===== config.mk =====
export PLATFORM = sky130hd
export DESIGN_NAME = dmab_regbank
export DESIGN_NICKNAME = d
export VERILOG_FILES = /design/src/rtl/dmab_pkg.sv /design/src/rtl/dmab_decode.sv /design/src/rtl/dmab_chan.sv /design/src/rtl/dmab_regbank.sv
export SDC_FILE = /design/constraint.sdc
export NUM_CORES = 2
export LEC_CHECK = 0
export BUFFER_PORTS_ARGS = -buffer_cell sky130_fd_sc_hd__buf_2
export CAP_MARGIN = 5
export CORE_AREA = 4 4 450 452
export CTS_BUF_LIST = sky130_fd_sc_hd__clkbuf_8
export DETAILED_ROUTE_END_ITERATION = 8
export DIE_AREA = 0 0 454 456
export PLACE_DENSITY = 0.46
export SYNTH_ARGS = -nofsm -noshare
export SYNTH_HDL_FRONTEND = slang
export SYNTH_HIERARCHICAL = 1
export SYNTH_SLANG_ARGS = --single-unit

===== constraint.sdc =====
create_clock -name clk -period 1.97 [get_ports clk]
set_input_delay 0.0985 -clock clk [delete_from_list [all_inputs] [get_ports clk]]
set_output_delay 0.0985 -clock clk [all_outputs]
set_load 0.01 [all_outputs]

===== src/rtl/dmab_pkg.sv =====
package dmab_pkg;

    localparam int MAX_CH   = 8;
    localparam int NUM_REGS = 10;
    localparam int RID_W    = 5;
    localparam int CODE_W   = 3;

    localparam logic [RID_W-1:0] RG_RUN      = 5'd0;
    localparam logic [RID_W-1:0] RG_STATUS   = 5'd1;
    localparam logic [RID_W-1:0] RG_SRC_LO   = 5'd2;
    localparam logic [RID_W-1:0] RG_SRC_HI   = 5'd3;
    localparam logic [RID_W-1:0] RG_DST_LO   = 5'd4;
    localparam logic [RID_W-1:0] RG_DST_HI   = 5'd5;
    localparam logic [RID_W-1:0] RG_SRC_CNT  = 5'd6;
    localparam logic [RID_W-1:0] RG_DST_CNT  = 5'd7;
    localparam logic [RID_W-1:0] RG_BUF_SIZE = 5'd8;
    localparam logic [RID_W-1:0] RG_PERIOD   = 5'd9;

    typedef enum logic [CODE_W-1:0] {
        ST_IDLE         = 3'd0,
        ST_SRC_DESC_ERR = 3'd1,
        ST_DST_DESC_ERR = 3'd2,
        ST_SRC_DATA_ERR = 3'd3,
        ST_DST_DATA_ERR = 3'd4,
        ST_BUSY         = 3'd5
    } ch_state_e;

    typedef struct packed {
        logic [31:0] src_lo;
        logic [31:0] src_hi;
        logic [31:0] dst_lo;
        logic [31:0] dst_hi;
        logic [31:0] src_cnt;
        logic [31:0] dst_cnt;
        logic [31:0] buf_size;
        logic [31:0] period;
    } ch_cfg_t;

    typedef struct packed {
        logic              ok;
        logic [2:0]        chan;
        logic [RID_W-1:0]  rid;
    } dec_t;

    function automatic logic is_err_code(input logic [CODE_W-1:0] c);
        return (c >= 3'd1) && (c <= 3'd4);
    endfunction

    function automatic logic [31:0] read_field(input ch_cfg_t cfg,
                                               input logic [CODE_W-1:0] st,
                                               input logic [RID_W-1:0] rid);
        logic [31:0] v;
        case (rid)
            RG_STATUS:   v = {29'd0, st};
            RG_SRC_LO:   v = cfg.src_lo;
            RG_SRC_HI:   v = cfg.src_hi;
            RG_DST_LO:   v = cfg.dst_lo;
            RG_DST_HI:   v = cfg.dst_hi;
            RG_SRC_CNT:  v = cfg.src_cnt;
            RG_DST_CNT:  v = cfg.dst_cnt;
            RG_BUF_SIZE: v = cfg.buf_size;
            RG_PERIOD:   v = cfg.period;
            default:     v = 32'd0;
        endcase
        return v;
    endfunction

endpackage


===== src/rtl/dmab_decode.sv =====
module dmab_decode
    import dmab_pkg::*;
#(
    parameter int NUM_CH = 4,
    parameter int ADDR_W = 32
) (
    input  logic              clk,
    input  logic              rst,
    input  logic              valid,
    input  logic              write,
    input  logic [ADDR_W-1:0] addr,
    output dec_t              dec,
    output logic [NUM_CH-1:0] wr_sel
);

    logic [2:0]       chan;
    logic [RID_W-1:0] rid;
    logic             in_range;
    logic             dir_ok;

    assign chan     = addr[14:12];
    assign rid      = addr[4:0];
    assign in_range = (32'(chan) < NUM_CH) && (32'(rid) < NUM_REGS)
                      && (addr[11:5] == 7'd0);
    assign dir_ok   = write ? (rid != RG_STATUS) : (rid != RG_RUN);

    assign dec.ok   = in_range && dir_ok;
    assign dec.chan = chan;
    assign dec.rid  = rid;

    for (genvar k = 0; k < NUM_CH; k++) begin : g_sel
        assign wr_sel[k] = valid && write && dec.ok && (32'(chan) == k);
    end

    // at most one channel is written per cycle
    p_single_target_r9: assert property (@(posedge clk) disable iff (rst)
        $onehot0(wr_sel));

endmodule


===== src/rtl/dmab_chan.sv =====
module dmab_chan
    import dmab_pkg::*;
(
    input  logic               clk,
    input  logic               rst,
    input  logic               wr_en,
    input  logic [RID_W-1:0]   rid,
    input  logic [31:0]        wdata,
    input  logic               err_valid,
    input  logic [CODE_W-1:0]  err_code,
    output ch_cfg_t            cfg,
    output logic [CODE_W-1:0]  state,
    output logic               start,
    output logic               abort,
    output logic               irq
);

    ch_state_e st_q;
    logic      run_wr;

    assign run_wr = wr_en && (rid == RG_RUN);

    always_ff @(posedge clk) begin
        if (rst) begin
            cfg <= '0;
        end else if (wr_en) begin
            case (rid)
                RG_SRC_LO:   cfg.src_lo   <= wdata;
                RG_SRC_HI:   cfg.src_hi   <= wdata;
                RG_DST_LO:   cfg.dst_lo   <= wdata;
                RG_DST_HI:   cfg.dst_hi   <= wdata;
                RG_SRC_CNT:  cfg.src_cnt  <= wdata;
                RG_DST_CNT:  cfg.dst_cnt  <= wdata;
                RG_BUF_SIZE: cfg.buf_size <= wdata;
                RG_PERIOD:   cfg.period   <= wdata;
                default:     ;
            endcase
        end
    end

    always_ff @(posedge clk) begin
        if (rst) begin
            st_q  <= ST_IDLE;
            start <= 1'b0;
            abort <= 1'b0;
        end else begin
            start <= 1'b0;
            abort <= 1'b0;
            if (run_wr && wdata == 32'd0) begin
                st_q  <= ST_IDLE;
                abort <= 1'b1;
            end else if (run_wr && st_q == ST_IDLE) begin
                st_q  <= ST_BUSY;
                start <= 1'b1;
            end else if (err_valid && st_q == ST_BUSY && is_err_code(err_code)) begin
                st_q <= ch_state_e'(err_code);
            end
        end
    end

    assign state = st_q;
    assign irq   = is_err_code(st_q);

    p_start_from_idle_r4: assert property (@(posedge clk) disable iff (rst)
        start |-> $past(st_q) == ST_IDLE);
    p_abort_clears_r5: assert property (@(posedge clk) disable iff (rst)
        abort |-> (st_q == ST_IDLE) && !irq);
    p_irq_from_busy_r8: assert property (@(posedge clk) disable iff (rst)
        $rose(irq) |-> $past(st_q) == ST_BUSY);
    p_state_legal_r7: assert property (@(posedge clk) disable iff (rst)
        st_q <= ST_BUSY);

endmodule


===== src/rtl/dmab_regbank.sv =====
module dmab_regbank
    import dmab_pkg::*;
#(
    parameter int NUM_CH = 4,
    parameter int ADDR_W = 32
) (
    input  logic                 clk,
    input  logic                 rst,
    input  logic                 req_valid,
    input  logic                 req_write,
    input  logic [ADDR_W-1:0]    req_addr,
    input  logic [31:0]          req_wdata,
    output logic                 rsp_valid,
    output logic                 rsp_err,
    output logic [31:0]          rsp_rdata,
    input  logic [NUM_CH-1:0]    eng_err_valid,
    input  logic [3*NUM_CH-1:0]  eng_err_code,
    output logic [NUM_CH-1:0]    ch_start,
    output logic [NUM_CH-1:0]    ch_abort,
    output logic [NUM_CH-1:0]    ch_irq,
    output logic [64*NUM_CH-1:0] cfg_src_desc,
    output logic [64*NUM_CH-1:0] cfg_dst_desc,
    output logic [32*NUM_CH-1:0] cfg_src_nbufs,
    output logic [32*NUM_CH-1:0] cfg_dst_nbufs,
    output logic [32*NUM_CH-1:0] cfg_buf_size,
    output logic [32*NUM_CH-1:0] cfg_period
);

    dec_t              dec;
    logic [NUM_CH-1:0] wr_sel;
    ch_cfg_t           cfg_a [NUM_CH];
    logic [CODE_W-1:0] st_a  [NUM_CH];
    logic [31:0]       rd_mux;

    dmab_decode #(.NUM_CH(NUM_CH), .ADDR_W(ADDR_W)) u_decode (
        .clk    (clk),
        .rst    (rst),
        .valid  (req_valid),
        .write  (req_write),
        .addr   (req_addr),
        .dec    (dec),
        .wr_sel (wr_sel)
    );

    for (genvar k = 0; k < NUM_CH; k++) begin : g_ch
        dmab_chan u_chan (
            .clk       (clk),
            .rst       (rst),
            .wr_en     (wr_sel[k]),
            .rid       (dec.rid),
            .wdata     (req_wdata),
            .err_valid (eng_err_valid[k]),
            .err_code  (eng_err_code[k*CODE_W +: CODE_W]),
            .cfg       (cfg_a[k]),
            .state     (st_a[k]),
            .start     (ch_start[k]),
            .abort     (ch_abort[k]),
            .irq       (ch_irq[k])
        );
        assign cfg_src_desc [k*64 +: 64] = {cfg_a[k].src_hi, cfg_a[k].src_lo};
        assign cfg_dst_desc [k*64 +: 64] = {cfg_a[k].dst_hi, cfg_a[k].dst_lo};
        assign cfg_src_nbufs[k*32 +: 32] = cfg_a[k].src_cnt;
        assign cfg_dst_nbufs[k*32 +: 32] = cfg_a[k].dst_cnt;
        assign cfg_buf_size [k*32 +: 32] = cfg_a[k].buf_size;
        assign cfg_period   [k*32 +: 32] = cfg_a[k].period;
    end

    always_comb begin
        rd_mux = 32'd0;
        for (int k = 0; k < NUM_CH; k++) begin
            if (32'(dec.chan) == k)
                rd_mux = read_field(cfg_a[k], st_a[k], dec.rid);
        end
    end

    always_ff @(posedge clk) begin
        if (rst) begin
            rsp_valid <= 1'b0;
            rsp_err   <= 1'b0;
            rsp_rdata <= 32'd0;
        end else begin
            rsp_valid <= req_valid;
            rsp_err   <= req_valid && !dec.ok;
            rsp_rdata <= (req_valid && !req_write && dec.ok) ? rd_mux : 32'd0;
        end
    end

    p_rsp_after_req_r2: assert property (@(posedge clk) disable iff (rst)
        req_valid |=> rsp_valid);
    p_no_rsp_without_req_r2: assert property (@(posedge clk) disable iff (rst)
        !req_valid |=> !rsp_valid);
    p_missing_chan_err_r1: assert property (@(posedge clk) disable iff (rst)
        (req_valid && (32'(req_addr[14:12]) >= NUM_CH)) |=> (rsp_err && rsp_rdata == 32'd0));

endmodule


* Word-level counts from Yosys, hierarchy flattened
Cells that the tools add are included.
** Word-level totals
- Bits in registers :: 1078
- Output and inout port bits :: 1070
- Logic and storage cells :: 208
- Bits of input ports :: 84
** Cells by class
- Bitwise gates (word level) :: 1
- Reductions and logical operators :: 96
- $lt $le $gt $ge :: 18
- Equal/unequal tests :: 17
- Mux-type cells :: 25
** Operators with widths (number)
- $pmux 32 s9 :: 4
- $mux 32 :: 4
- $reduce_and 2->1 :: 32
- $logic_and 1x1->1 :: 40
- $logic_not 32->1 :: 1
- $ge 3x1->1 const B :: 8
- $le 3x3->1 const B :: 8
- $mux 3 :: 8
- $eq 5x3->1 const B :: 4
- $logic_not 3->1 :: 5
- $eq 3x3->1 const B :: 4
- $reduce_or 3->1 :: 4
- $eq 5x2->1 const B :: 2
- $eq 5x4->1 const B :: 2
- $reduce_or 2->1 :: 5
- $mux 1 :: 9
- $reduce_bool 2->1 :: 4
- $logic_not 7->1 :: 1
- $eq 3x2->1 const B :: 2
- $eq 5x1->1 const B :: 1
- $logic_not 5->1 :: 1
- $lt 5x4->1 const B :: 1
- $ne 5x1->1 const B :: 1
- $reduce_bool 5->1 :: 1
- other kinds (4) :: 5

* Depth between registers and ports, before layout
- Depth in word-level cells :: 9
- Depth in mapped cells :: 12
- Gate-level depth less buffers :: 8

* Hierarchy
Netlist, hierarchy kept.
** By module, submodules not included
- dmab_chan :: cells an instance 1201, times used 4, sequential area each 5225.0 sq um, area each 9266.4 sq um
- dmab_regbank :: cells an instance 1122, times used 1, sequential area each 680.7 sq um, area each 8579.5 sq um
- dmab_decode :: cells an instance 26, times used 1, sequential area each 0.0 sq um, area each 183.9 sq um

* Least setup slack after synthesis
OpenSTA, ideal clock, no wires.
- Path kind :: input-to-reg
- Start point :: in req_addr[4]
- End point :: reg g_ch[1].u_chan/cfg[226] (netlist name)
- Data required time :: 1.900 ns
- Arrival time :: 2.070 ns
- Cell stages on the path :: 9
- Library setup time :: 0.070 ns
- Slack :: -0.170 ns
- Buffers on the path :: 2
- Cell sequence :: nor4_2 -> nand4_2 -> nor4_1 -> nor2b_1 -> and3_1 -> clkbuf_1 -> buf_2 -> nand2_1 -> a21oi_1
** On the way
- Longest elaborated chain between the ends :: 7
- Elaborated cells between the ends (all ways) :: 11
- Those cells by class :: order compare (1); eq/ne (2); mux (1); reduce/logical (7)
** Ends and longest elaborated chain
- from (decl) :: line dmab_regbank.sv:11 : input logic [ADDR_W-1:0] req_addr,
- $lt 5x4->1 :: line dmab_decode.sv:23 : assign in_range = (32'(chan) < NUM_CH) && (32'(rid) < NUM_REGS)
- $logic_and 1x1->1 :: line dmab_decode.sv:23
- $logic_and 1x1->1 :: line dmab_decode.sv:24 : && (addr[11:5] == 7'd0);
- $logic_and 1x1->1 * :: line dmab_decode.sv:27 : assign dec.ok = in_range && dir_ok;
- $logic_and 1x1->1 * (2 in series) :: line dmab_decode.sv:32 : assign wr_sel[k] = valid && write && dec.ok && (32'(chan) == k);
- net wr_sel[1] :: line dmab_regbank.sv:30 : logic [NUM_CH-1:0] wr_sel;
- $reduce_and 2->1 (no line) *
- to (decl) :: line dmab_chan.sv:11 : output ch_cfg_t cfg,
Mark *: on every way through the listed nets, which the timed path passes. The rest lies on a longest branch.
A chain may end at the register's enable or synchronous reset.

* Worst setup path after layout
- Start point :: reg g_ch[0].u_chan.st_q[1]
- End point :: out ch_irq[0]
** On the way
- Longest elaborated chain between the ends :: 2
- Elaborated cells between the ends (all ways) :: 3
- Those cells by class :: order compare (2); reduce/logical (1)
** Ends and longest elaborated chain
- from (decl) :: line dmab_chan.sv:18 : ch_state_e st_q;
- from (signal assigned) :: line dmab_chan.sv:56 : st_q <= ch_state_e'(err_code);
- $ge 3x1->1 or $le 3x3->1 (tied branches) :: line dmab_pkg.sv:46 : return (c >= 3'd1) && (c <= 3'd4);
- $logic_and 1x1->1 * :: line dmab_pkg.sv:46
- to (decl) :: line dmab_regbank.sv:20 : output logic [NUM_CH-1:0] ch_irq,
Every way passes the cells marked *; elsewhere a longest branch is shown, timed or not.

==> impl_metrics.json <==
{
  "endpoint_kind": "output port",
  "grt_max_degree": 145,
  "clock_latency_ns": 1.00,
  "regToRegStartpoint": "g_ch[0].u_chan/cfg[94]",
  "fmax_mhz": 476.7,
  "avgRoutedWirePerCell_um": 34.44,
  "drc": 0,
  "fin_setup_tns_ns": -0.4306,
  "cts_root_buffer": "clkbuf_8",
  "power.static_leakage_nw": 26.92,
  "worstPathRequired_ns": 1.87,
  "hp-class": "primary input to register",
  "synthArstFlopShare": 0,
  "io-pin-count": 1154,
  "num_rows": 164,
  "drive_above_1_share": 0.3157,
  "fin_crit_ns": 2.098,
  "syn_inst": 5952,
  "detail-route-antenna-nets": 0,
  "clock_sinks": 1078,
  "synth_top_area_share": 0.4709,
  "hpwl_mm": 278.0,
  "crit_end": "ch_irq[0]",
  "rrSetupSlack_ns": -0.03,
  "rsz0062_at_grt": "yes",
  "drtIter0Drc": 7164,
  "yosysWarnings": 6,
  "dp_slack_ns": -1.183,
  "start_util": 0.2305,
  "die_h_um": 456,
  "cp-start-kind": "register",
  "ys_top_cells_by_area": "dfxtp_1, nand2_1, a21oi_1",
  "synth_nets": 6036,
  "via_per_inst": 5.255,
  "synth_commonest_cells": "nand2_1, a21oi_1, dfxtp_1, clkbuf_1, buf_2",
  "grt_overflow_total": 0,
  "cts_tree": "done",
  "crit_arrival_ns": 2.00,
  "nets": 7697,
  "crit_fanout": 3,
  "final_util": 0.3344,
  "vdd_drop_max_mv": 0.5560,
  "instances_no_fill": 10437,
  "area_growth_pct": 45.09,
  "synth_area_um2": 45830,
  "avgSynthCellArea_um2": 7.700,
  "clk_pin_slew_worst_paths_ns": 0.07,
  "die_area_um2": 207000,
  "postRouteWirelength_mm": 359.4,
  "cts-buffers-inserted": 201,
  "synth_most_common_cell": "nand2_1",
  "clockBufferDepth": 3,
  "io_buffers": 1136,
  "ys.flop_type": "dfxtp_1",
  "finalSetupViolations": 6,
  "synth-seq-area-share": 0.4709,
  "antenna_found_initial": 19,
  "synth_cell_types": 82,
  "critical_path_class": "register to output port",
  "worstRegToRegCells": 6,
  "cp-startpoint": "g_ch[0].u_chan/state[1]",
  "drv_cap": 0,
  "worst_pin_slew_ns": 1.040,
  "worst_slack_ns": -0.1277,
  "firstDrtPassIters": 9,
  "grt_pass1_vias": 50973,
  "final-max-slew-violation-count": 0,
  "finClkSkew_ns": 0.05436,
  "relSlewSlack": 0.3024,
  "power.density_nw_per_um2": 727.6,
  "globalplace.congestion": 0.9653,
  "yosysTopAreaCell": "dfxtp_1",
  "dpl.cell_count": 9948,
  "grt_pass1_wl_mm": 472.9,
  "vias": 54848,
  "synth-seq-cells": 1078,
  "grt.total_usage": 0.3316,
  "rr_endpoint": "rsp_rdata[30]",
  "core_um2": 198800,
  "fin_crit_sh": 1.065,
  "synth_edf_count": 0,
  "hold_viol": 0,
  "die_x_um": 454,
  "status": "finished with violations",
  "htreeDepth": 4,
  "violations": "setup timing"
}
[critical path, stage by stage (launching register included)]
cell     delay (ns)
dfxtp_4        0.34
or3_4          0.39
and2_4         0.15
buf_6          0.11
[where the power goes]
part / internal (mW) / switching [mW] / leakage (nW)
clock: 12.1 / 11.0 / 2.40
sequential: 21.8 / 0.00202 / 8.69
combinational: 1.04 / 2.47 / 15.8
total: 35.0 / 13.4 / 26.9
[layer usage]
| layer | vias to the layer above | routed length [um] | GRT usage |
|---|---|---|---|
| met3 | 780 | 30320 | 0.06537 |
| met2 | 3474 | 159600 | 0.5166 |
| li1 | 23630 | - | - |
| met4 | 4 | 29110 | 0.2222 |
| met5 | - | 15 | 0 |
| met1 | 26960 | 140400 | 0.4133 |
[flip-flops by register name, summed over array words and instances, names as in the netlist]
signal	count
rsp_rdata	32
g_ch.u_chan/abort	4
rsp_valid	1
rsp_err	1
g_ch.u_chan/start	4
g_ch.u_chan/cfg	1024
g_ch.u_chan/state	12
[worst min-delay path by stage]
stage	from	end	slack, ns	depth (start not counted)
3_5_place_dp	eng_err_code[1]	g_ch[0].u_chan/state[1]	0.43	3
3_3_place_gp	eng_err_code[1]	g_ch[0].u_chan/state[1]	0.43	3
5_1_grt	req_addr[3]	rsp_rdata[29]	0.09	6
4_1_cts	eng_err_valid[3]	g_ch[3].u_chan/state[1]	0.00007	6
6_report	req_addr[3]	rsp_rdata[29]	0.11	6
2_1_floorplan	rst	rsp_valid	0.20	1
[repair_timing]
item / CTS / global route
setup endpoints to repair: 27 / 58
hold endpoints to repair: 1061 / 0
hold buffers: 107 / 0
resized for setup: 67 / 49
pin swaps: 15 / 9
setup buffers: 13 / 1
[area by class of cell]
class / instances / area (um2)
fill: 21083 / 132300
multi-input combinational: 4273 / 22200
sequential: 1078 / 21630
timing repair buffer: 2058 / 15180
clock buffer: 243 / 3344
tap: 2656 / 3323
clock inverter: 121 / 789.5
antenna: 7 / 17.52
inverter: 1 / 3.754
[placed cells by master, fill, tap and decap left out, types with 12 or more instances in the layout]
cell              n
a22o_1           30
clkbuf_8        244
a221oi_1         57
dfxtp_2          15
nor4_1           49
nor3_1           17
nor3b_1          14
dlygate4sd3_1   105
buf_12          179
nor2_1           64
a31oi_1          35
nand3_1          30
a222oi_1         19
nand4_1          16
dfxtp_1        1054
o22ai_1          25
a21oi_1        1103
nand2_1        2133
buf_2          1125
mux2i_1         136
inv_1            75
o21ai_0          43
nand3_2          12
buf_4           640
a22oi_1         168
a211oi_1         14
clkinv_2         23
nor2_4           17
mux2_2           27
[cells by family after synthesis]
family                 after synthesis  synth area share
AND/OR/NAND/NOR                   2483            0.2214
AO/OA/AOI/OAI                     1607            0.2046
flip-flops                        1078            0.4709
buffers and inverters              601           0.06066
multiplexers                       178           0.04155
XOR/XNOR                             5         0.0009555
[metrics by stage]
step	instance area (um2)	hold WS (ns)	power (mW)
floorplan	45890	0.1966	23.44
global placement	60740	0.4251	25.58
detailed placement	60750	0.4343	25.58
CTS	66270	0.00007050	48.59
global route	66480	0.08914	49.59
finish	66490	0.1051	48.38
No activity file was read; power rests on OpenSTA's default activity.
